--- src/rtl/psram_pkg.sv ---
package psram_pkg;

    localparam int LANES   = 4;
    localparam int LANE_W  = 9;
    localparam int BURST_W = 2;

    typedef enum logic [1:0] {
        OP_NONE  = 2'd0,
        OP_READ  = 2'd1,
        OP_WRITE = 2'd2
    } op_e;

    // Low address bits for a given step of a burst
    function automatic logic [BURST_W-1:0] burst_lo(
        input logic [BURST_W-1:0] start,
        input logic [BURST_W-1:0] step,
        input logic               linear
    );
        logic [BURST_W-1:0] sum;
        sum = start + step;
        return linear ? sum : (start ^ step);
    endfunction

endpackage

--- src/rtl/psram_sequencer.sv ---
module psram_sequencer
    import psram_pkg::*;
#(
    parameter int ADDR_W = 6
) (
    input  logic              clk,
    input  logic              rst_n,
    input  logic              enable,
    input  logic              sleep,
    input  logic              load_n,
    input  logic              we_n,
    input  logic              selected,
    input  logic              linear,
    input  logic [ADDR_W-1:0] addr,
    output op_e               issue_op,
    output logic [ADDR_W-1:0] issue_addr
);
    localparam int HI_W = ADDR_W - BURST_W;

    typedef struct packed {
        logic               active;
        logic               is_wr;
        logic [HI_W-1:0]    base;
        logic [BURST_W-1:0] start;
        logic [BURST_W-1:0] step;
    } seq_t;

    seq_t               seq_d, seq_q;
    logic [BURST_W-1:0] step_n;

    always_comb begin
        seq_d      = seq_q;
        issue_op   = OP_NONE;
        issue_addr = addr;
        step_n     = seq_q.step + 1'b1;
        if (!sleep) begin
            if (!load_n) begin
                if (selected) begin
                    seq_d.active = 1'b1;
                    seq_d.is_wr  = ~we_n;
                    seq_d.base   = addr[ADDR_W-1:BURST_W];
                    seq_d.start  = addr[BURST_W-1:0];
                    seq_d.step   = '0;
                    issue_op     = we_n ? OP_READ : OP_WRITE;
                end else begin
                    seq_d.active = 1'b0;
                end
            end else if (seq_q.active) begin
                seq_d.step = step_n;
                issue_op   = seq_q.is_wr ? OP_WRITE : OP_READ;
                issue_addr = {seq_q.base, burst_lo(seq_q.start, step_n, linear)};
            end
        end
    end

    always_ff @(posedge clk or negedge rst_n) begin
        if (!rst_n) begin
            seq_q <= '0;
        end else if (enable) begin
            seq_q <= seq_d;
        end
    end

endmodule

--- src/rtl/psram_array.sv ---
module psram_array #(
    parameter int ADDR_W = 6,
    parameter int LANES  = 4,
    parameter int LANE_W = 9
) (
    input  logic                    clk,
    input  logic                    we,
    input  logic [ADDR_W-1:0]       addr,
    input  logic [LANES-1:0]        be_n,
    input  logic [LANES*LANE_W-1:0] wdata,
    output logic [LANES*LANE_W-1:0] rdata
);
    localparam int DEPTH = 1 << ADDR_W;

    for (genvar g = 0; g < LANES; g++) begin : g_lane
        logic [LANE_W-1:0] cells [DEPTH];

        always_ff @(posedge clk) begin
            if (we && !be_n[g]) begin
                cells[addr] <= wdata[g*LANE_W +: LANE_W];
            end
        end

        assign rdata[g*LANE_W +: LANE_W] = cells[addr];
    end

endmodule

--- src/rtl/psram_pipe.sv ---
module psram_pipe
    import psram_pkg::*;
#(
    parameter int ADDR_W = 6,
    parameter int LANES  = 4,
    parameter int DW     = 36
) (
    input  logic              clk,
    input  logic              rst_n,
    input  logic              enable,
    input  op_e               issue_op,
    input  logic [ADDR_W-1:0] issue_addr,
    input  logic [LANES-1:0]  issue_bw_n,
    input  logic [DW-1:0]     mem_rdata,
    output logic              mem_we,
    output logic [ADDR_W-1:0] mem_addr,
    output logic [LANES-1:0]  mem_be_n,
    output logic [DW-1:0]     dout,
    output logic              dvalid
);
    typedef struct packed {
        op_e               op;
        logic [ADDR_W-1:0] addr;
        logic [LANES-1:0]  bw_n;
    } stage_t;

    typedef struct packed {
        stage_t        s1;
        stage_t        s2;
        logic [DW-1:0] dout;
        logic          dvalid;
    } pipe_t;

    pipe_t pipe_d, pipe_q;

    always_comb begin
        pipe_d         = pipe_q;
        pipe_d.s1.op   = issue_op;
        pipe_d.s1.addr = issue_addr;
        pipe_d.s1.bw_n = issue_bw_n;
        pipe_d.s2      = pipe_q.s1;
        pipe_d.dvalid  = (pipe_q.s2.op == OP_READ);
        if (pipe_q.s2.op == OP_READ) begin
            pipe_d.dout = mem_rdata;
        end
        mem_we   = enable && (pipe_q.s2.op == OP_WRITE);
        mem_addr = pipe_q.s2.addr;
        mem_be_n = pipe_q.s2.bw_n;
    end

    always_ff @(posedge clk or negedge rst_n) begin
        if (!rst_n) begin
            pipe_q <= '0;
        end else if (enable) begin
            pipe_q <= pipe_d;
        end
    end

    assign dout   = pipe_q.dout;
    assign dvalid = pipe_q.dvalid;

endmodule

--- src/rtl/pipelined_burst_sram.sv ---
module pipelined_burst_sram
    import psram_pkg::*;
#(
    parameter int ADDR_W = 6,
    parameter int LANES  = psram_pkg::LANES,
    parameter int LANE_W = psram_pkg::LANE_W,
    localparam int DW    = LANES * LANE_W
) (
    input  logic              clk,
    input  logic              rst_n,
    input  logic              clk_en_n,
    input  logic              sleep,
    input  logic              load_n,
    input  logic              we_n,
    input  logic              cs1_n,
    input  logic              cs2,
    input  logic              cs3_n,
    input  logic [LANES-1:0]  bw_n,
    input  logic [ADDR_W-1:0] addr,
    input  logic [DW-1:0]     wdata,
    input  logic              order_linear,
    input  logic              out_en_n,
    output logic [DW-1:0]     rdata,
    output logic              rvalid
);
    logic              enable;
    logic              selected;
    op_e               issue_op;
    logic [ADDR_W-1:0] issue_addr;
    logic              mem_we;
    logic [ADDR_W-1:0] mem_addr;
    logic [LANES-1:0]  mem_be_n;
    logic [DW-1:0]     mem_rdata;
    logic              dvalid;

    assign enable   = ~clk_en_n;
    assign selected = ~cs1_n & cs2 & ~cs3_n;

    psram_sequencer #(.ADDR_W(ADDR_W)) u_seq (
        .clk        (clk),
        .rst_n      (rst_n),
        .enable     (enable),
        .sleep      (sleep),
        .load_n     (load_n),
        .we_n       (we_n),
        .selected   (selected),
        .linear     (order_linear),
        .addr       (addr),
        .issue_op   (issue_op),
        .issue_addr (issue_addr)
    );

    psram_pipe #(.ADDR_W(ADDR_W), .LANES(LANES), .DW(DW)) u_pipe (
        .clk        (clk),
        .rst_n      (rst_n),
        .enable     (enable),
        .issue_op   (issue_op),
        .issue_addr (issue_addr),
        .issue_bw_n (bw_n),
        .mem_rdata  (mem_rdata),
        .mem_we     (mem_we),
        .mem_addr   (mem_addr),
        .mem_be_n   (mem_be_n),
        .dout       (rdata),
        .dvalid     (dvalid)
    );

    psram_array #(.ADDR_W(ADDR_W), .LANES(LANES), .LANE_W(LANE_W)) u_array (
        .clk   (clk),
        .we    (mem_we),
        .addr  (mem_addr),
        .be_n  (mem_be_n),
        .wdata (wdata),
        .rdata (mem_rdata)
    );

    assign rvalid = dvalid & ~out_en_n;

endmodule

--- config.mk ---
export PLATFORM = sky130hd
export DESIGN_NAME = pipelined_burst_sram
export DESIGN_NICKNAME = d
export VERILOG_FILES = /design/src/rtl/psram_pkg.sv /design/src/rtl/psram_sequencer.sv /design/src/rtl/psram_array.sv /design/src/rtl/psram_pipe.sv /design/src/rtl/pipelined_burst_sram.sv
export SDC_FILE = /design/constraint.sdc
export NUM_CORES = 2
export LEC_CHECK = 0
export CAP_MARGIN = 20
export CORE_MARGIN = 2
export CORE_UTILIZATION = 50
export DETAILED_ROUTE_END_ITERATION = 6
export DONT_BUFFER_PORTS = 1
export PLACE_DENSITY = 0.62
export SLEW_MARGIN = 20
export SYNTH_ARGS = -nofsm -noshare
export SYNTH_HDL_FRONTEND = slang
export SYNTH_SLANG_ARGS = --single-unit
--- constraint.sdc ---
create_clock -name clk -period 3.8 [get_ports clk]
set_clock_uncertainty 0.05 [all_clocks]
set_input_delay 0 -clock clk [delete_from_list [all_inputs] [get_ports clk]]
set_output_delay 0 -clock clk [all_outputs]
set_load 0.01 [all_outputs]
==> impl_metrics.yaml <==
worst_setup_path:
  critPathTopFamily: "compound AO/OA/AOI/OAI gates"
  crit_end: "u_pipe.dout[35]"
  crit_fanout: 33
  critPathMaxStageDelay_ps: 790
  slowest_stage: "dfrtp_4"
  worstPathRequired_ps: 4470
  r2r-start: "u_pipe.mem_addr[2]"
  worst_r2r_endpoint: "u_pipe.dout[35]"
  startpoint: "u_pipe.mem_addr[2]"
  ff2ff_path_depth: 7
  criticalPathCategory: "reg -> reg"
  cp_cell_sequence: "buf_4, mux2_2, a22oi_1, a31oi_1, a2111oi_2, o2111ai_1, o32a_1"
  critPathCaptureType: "flip-flop"
  critical_path_buf_inv_count: 1
  worst-r2r-setup-slack_ps: 220
  worst_setup_path_start_kind: "flip-flop"
  critPathArrivalTime_ps: 4250
  path_depth: 7
pwr:
  p_per_area_nw_per_um2: 568
  peakVddDrop_mv: 0.494
  p_seq_share_pct: 48.6
  p_int_uw: 45100
  p_leak_uw: 0.0345
  combinationalPowerShare_pct: 13.1
  clockPowerShare_pct: 38.2
  p_sw_uw: 15800
  switching_share_pct: 25.9
placement:
  place.port_buffers: 0
  hpwl_um: 178000
  routabilityCongestion: 0.882
  place_area_um2: 97500
clock_tree:
  insertion_delay_ps: 900
  path_clk_slew_ps: 60
  cts_buffer_depth: 3
  clock_sinks: 2375
  cts_root_buffer: "clkbuf_16"
  cts_max_level: 4
  numCtsBuffers: 233
  tritoncts: "built"
  post_cts_buffers: 0
synthesis:
  syn_nets: 5121
  synth_warnings: 0
  syn-instance-count: 5063
  ys.flop_type: "edfxtp_1"
  synth_top_area_cell: "edfxtp_1"
  yosysTopAreaCellShare_pct: 74.9
  seq_area_frac_synth_pct: 76.8
  ys_ff_latch: 2375
  synthArstFlopShare_pct: 2.99
  synth_edf_count: 2304
  synth_area_per_cell_um2: 18.2
  synth_area_leaders: "edfxtp_1 75%, mux4_2 5.3%, mux2_2 2.5%"
  synth_cell_types: 75
  syn_area_um2: 92300
sta:
  report.final.slew_viol_count: 0
  min_period_over_period_pct: 94.1
  worst_hold_slack_ps: 52.9
  rsz0062_at_grt: "no"
  finalCriticalPeriod_ps: 3580
  setup_viol: 0
  finalHoldViolCount: 0
  fin_tns_setup_ps: 0
  fmax_mhz: 280
  slew-limit-headroom_pct: 22.1
  worstMarginPinSlew_ps: 1170
global_route:
  grtUsageTotal_pct: 30.6
  grt_pass1_wl_um: 404000
  grt_max_degree: 77
  overflow: 0
  antenna_found_initial: 9
  grt_pass1_vias: 52000
routing:
  wirelength_um: 289000
  num_vias: 54000
  drt_iter0_drc: 7924
  wl_per_cell_um: 35.4
  drc: 0
  dr.pass1.iters: 6
  ant_nets: 0
  viasPerCell: 6.61
flow_run:
  cap_violations: 0
final_layout:
  nets: 5550
  drive_above_1_share_pct: 23.3
  areaGrowthSynthToFinish_pct: 16.0
  final_core_util_pct: 58.5
  fin_area_um2: 107000
floorplan:
  die_x_um: 434
  fp.dieH_um: 434
  core_um2: 183000
  ios: 94
  die_area_um2: 188000
  start_util_pct: 50.4
  rows: 157
hold_path:
  hp-class: "in -> reg"
run_status:
  outcome: "finished, final reports clean"
-- cells in the mapped netlist, types with 9 or more instances --
| master | instances |
|---|---|
| a22oi_1 | 178 |
| buf_2 | 130 |
| a221o_1 | 28 |
| o211ai_1 | 13 |
| a21oi_1 | 123 |
| nand2b_1 | 9 |
| o2bb2ai_1 | 12 |
| nor2b_1 | 10 |
| o32a_1 | 20 |
| and3_1 | 10 |
| nand2_1 | 189 |
| a22o_1 | 31 |
| clkbuf_1 | 143 |
| nand3_1 | 18 |
| a211oi_1 | 13 |
| mux4_2 | 217 |
| mux2i_1 | 182 |
| o21ai_0 | 129 |
| nor2_1 | 379 |
| nand4_1 | 10 |
| o2111ai_1 | 10 |
| buf_1 | 30 |
| dfrtp_1 | 71 |
| mux2_2 | 208 |
| o22ai_1 | 90 |
| buf_6 | 24 |
| o221ai_1 | 9 |
| buf_4 | 72 |
| nor3_1 | 17 |
| a221oi_1 | 249 |
| edfxtp_1 | 2304 |
| a31oi_1 | 27 |
-- power by group through the flow --
stage	Sequential [µW]	Combinational (µW)	Clock, µW
3_3_place_gp	30200	7120	0
5_1_grt	29600	8220	24500
6_report	29600	7980	23300
3_5_place_dp	30200	7150	0
4_1_cts	29600	7830	23400
2_1_floorplan	29600	4700	0
-- per-stage QoR --
stage / std cells / setup slack, ps / power, µW
floorplan: 5063 / 1090 / 34300
global placement: 7600 / 379 / 37300
detailed placement: 7600 / 378 / 37300
CTS: 8162 / 283 / 60900
global route: 8164 / 76.7 / 62300
finish: 8166 / 224 / 60900
-- flip-flops by register name, indices dropped and copies added, names as in the netlist --
signal	flops
u_array.g_lane.cells	2304
u_seq.seq_q	10
u_pipe.pipe_d	12
u_pipe.mem_addr	6
u_pipe.dvalid	1
u_pipe.pipe_q	2
u_pipe.mem_be_n	4
u_pipe.dout	36
-- cells in the final DEF, fill, tap and decap left out, types with 18 or more instances in the layout --
cell type,instances
buf_12,39
edfxtp_1,2304
o21ai_0,129
mux4_2,217
dlygate4sd3_1,82
a221oi_1,249
a221o_1,28
clkinv_2,37
o22ai_1,90
a22oi_1,178
bufinv_16,23
dfrtp_1,68
clkinv_1,42
mux2i_1,182
buf_4,436
a21oi_1,123
a31oi_1,27
clkbuf_16,235
nand3_1,18
o32a_1,20
buf_16,38
clkbuf_1,68
a22o_1,31
mux2_2,208
nor2_1,375
nand2_1,188
-- how the worst min path moves through the flow --
| stage | end | slack (ps) | start | depth (start not counted) |
|---|---|---|---|---|
| after floorplan | u_pipe.dout[0] | -350 | rst_n | 0 |
| after CTS | u_array.g_lane[2].cells[54][6] | 0.6 | clk_en_n | 5 |
| after detailed placement | u_pipe.dout[20] | -340 | rst_n | 0 |
| after global routing | u_array.g_lane[1].cells[38][8] | 40 | clk_en_n | 4 |
| after global placement | u_pipe.dout[20] | -340 | rst_n | 0 |
| final | u_array.g_lane[2].cells[54][6] | 50 | clk_en_n | 5 |
-- worst register-to-register path, stage by stage (launching register included) --
cell	delay, ps
dfrtp_4	790
buf_4	590
mux2_2	440
a22oi_1	180
a31oi_1	160
a2111oi_2	650
o2111ai_1	210
o32a_1	330
-- metal layers --
| metal | vias up | global-route usage [%] | part of all wire, % |
|---|---|---|---|
| li1 | 21600 | - | - |
| met1 | 28200 | 42.5 | 38 |
| met2 | 3593 | 46.9 | 46 |
| met3 | 617 | 7.36 | 11 |
| met4 | 8 | 12.1 | 4.4 |
| met5 | - | 0 | 0.020 |
-- repair_timing --
item,4_1_cts,5_1_grt
hold endpoints to repair,2445,0
hold buffers,121,0
gates resized for setup,0,0
-- kinds of logic after synthesis --
group / share of synthesized area (%)
AO/OA/AOI/OAI: 7.89
XOR/XNOR: 0.0285
adder cells (fa/ha/maj): 0.0135
buffers and inverters: 2.33
flip-flops: 76.8
multiplexers: 9.83
AND/OR/NAND/NOR: 3.06
-- cell type report --
class	instances	area, µm²
diodes	4	10.0
clock buffers	320	6370
clock inverters	121	1350
fillers	13500	76100
inverters	6	33.8
multi-input cells	2281	19400
flip-flops and latches	2375	71000
well taps	2464	3080
repair buffers	595	5920
No activity file was read; power rests on OpenSTA's default activity.
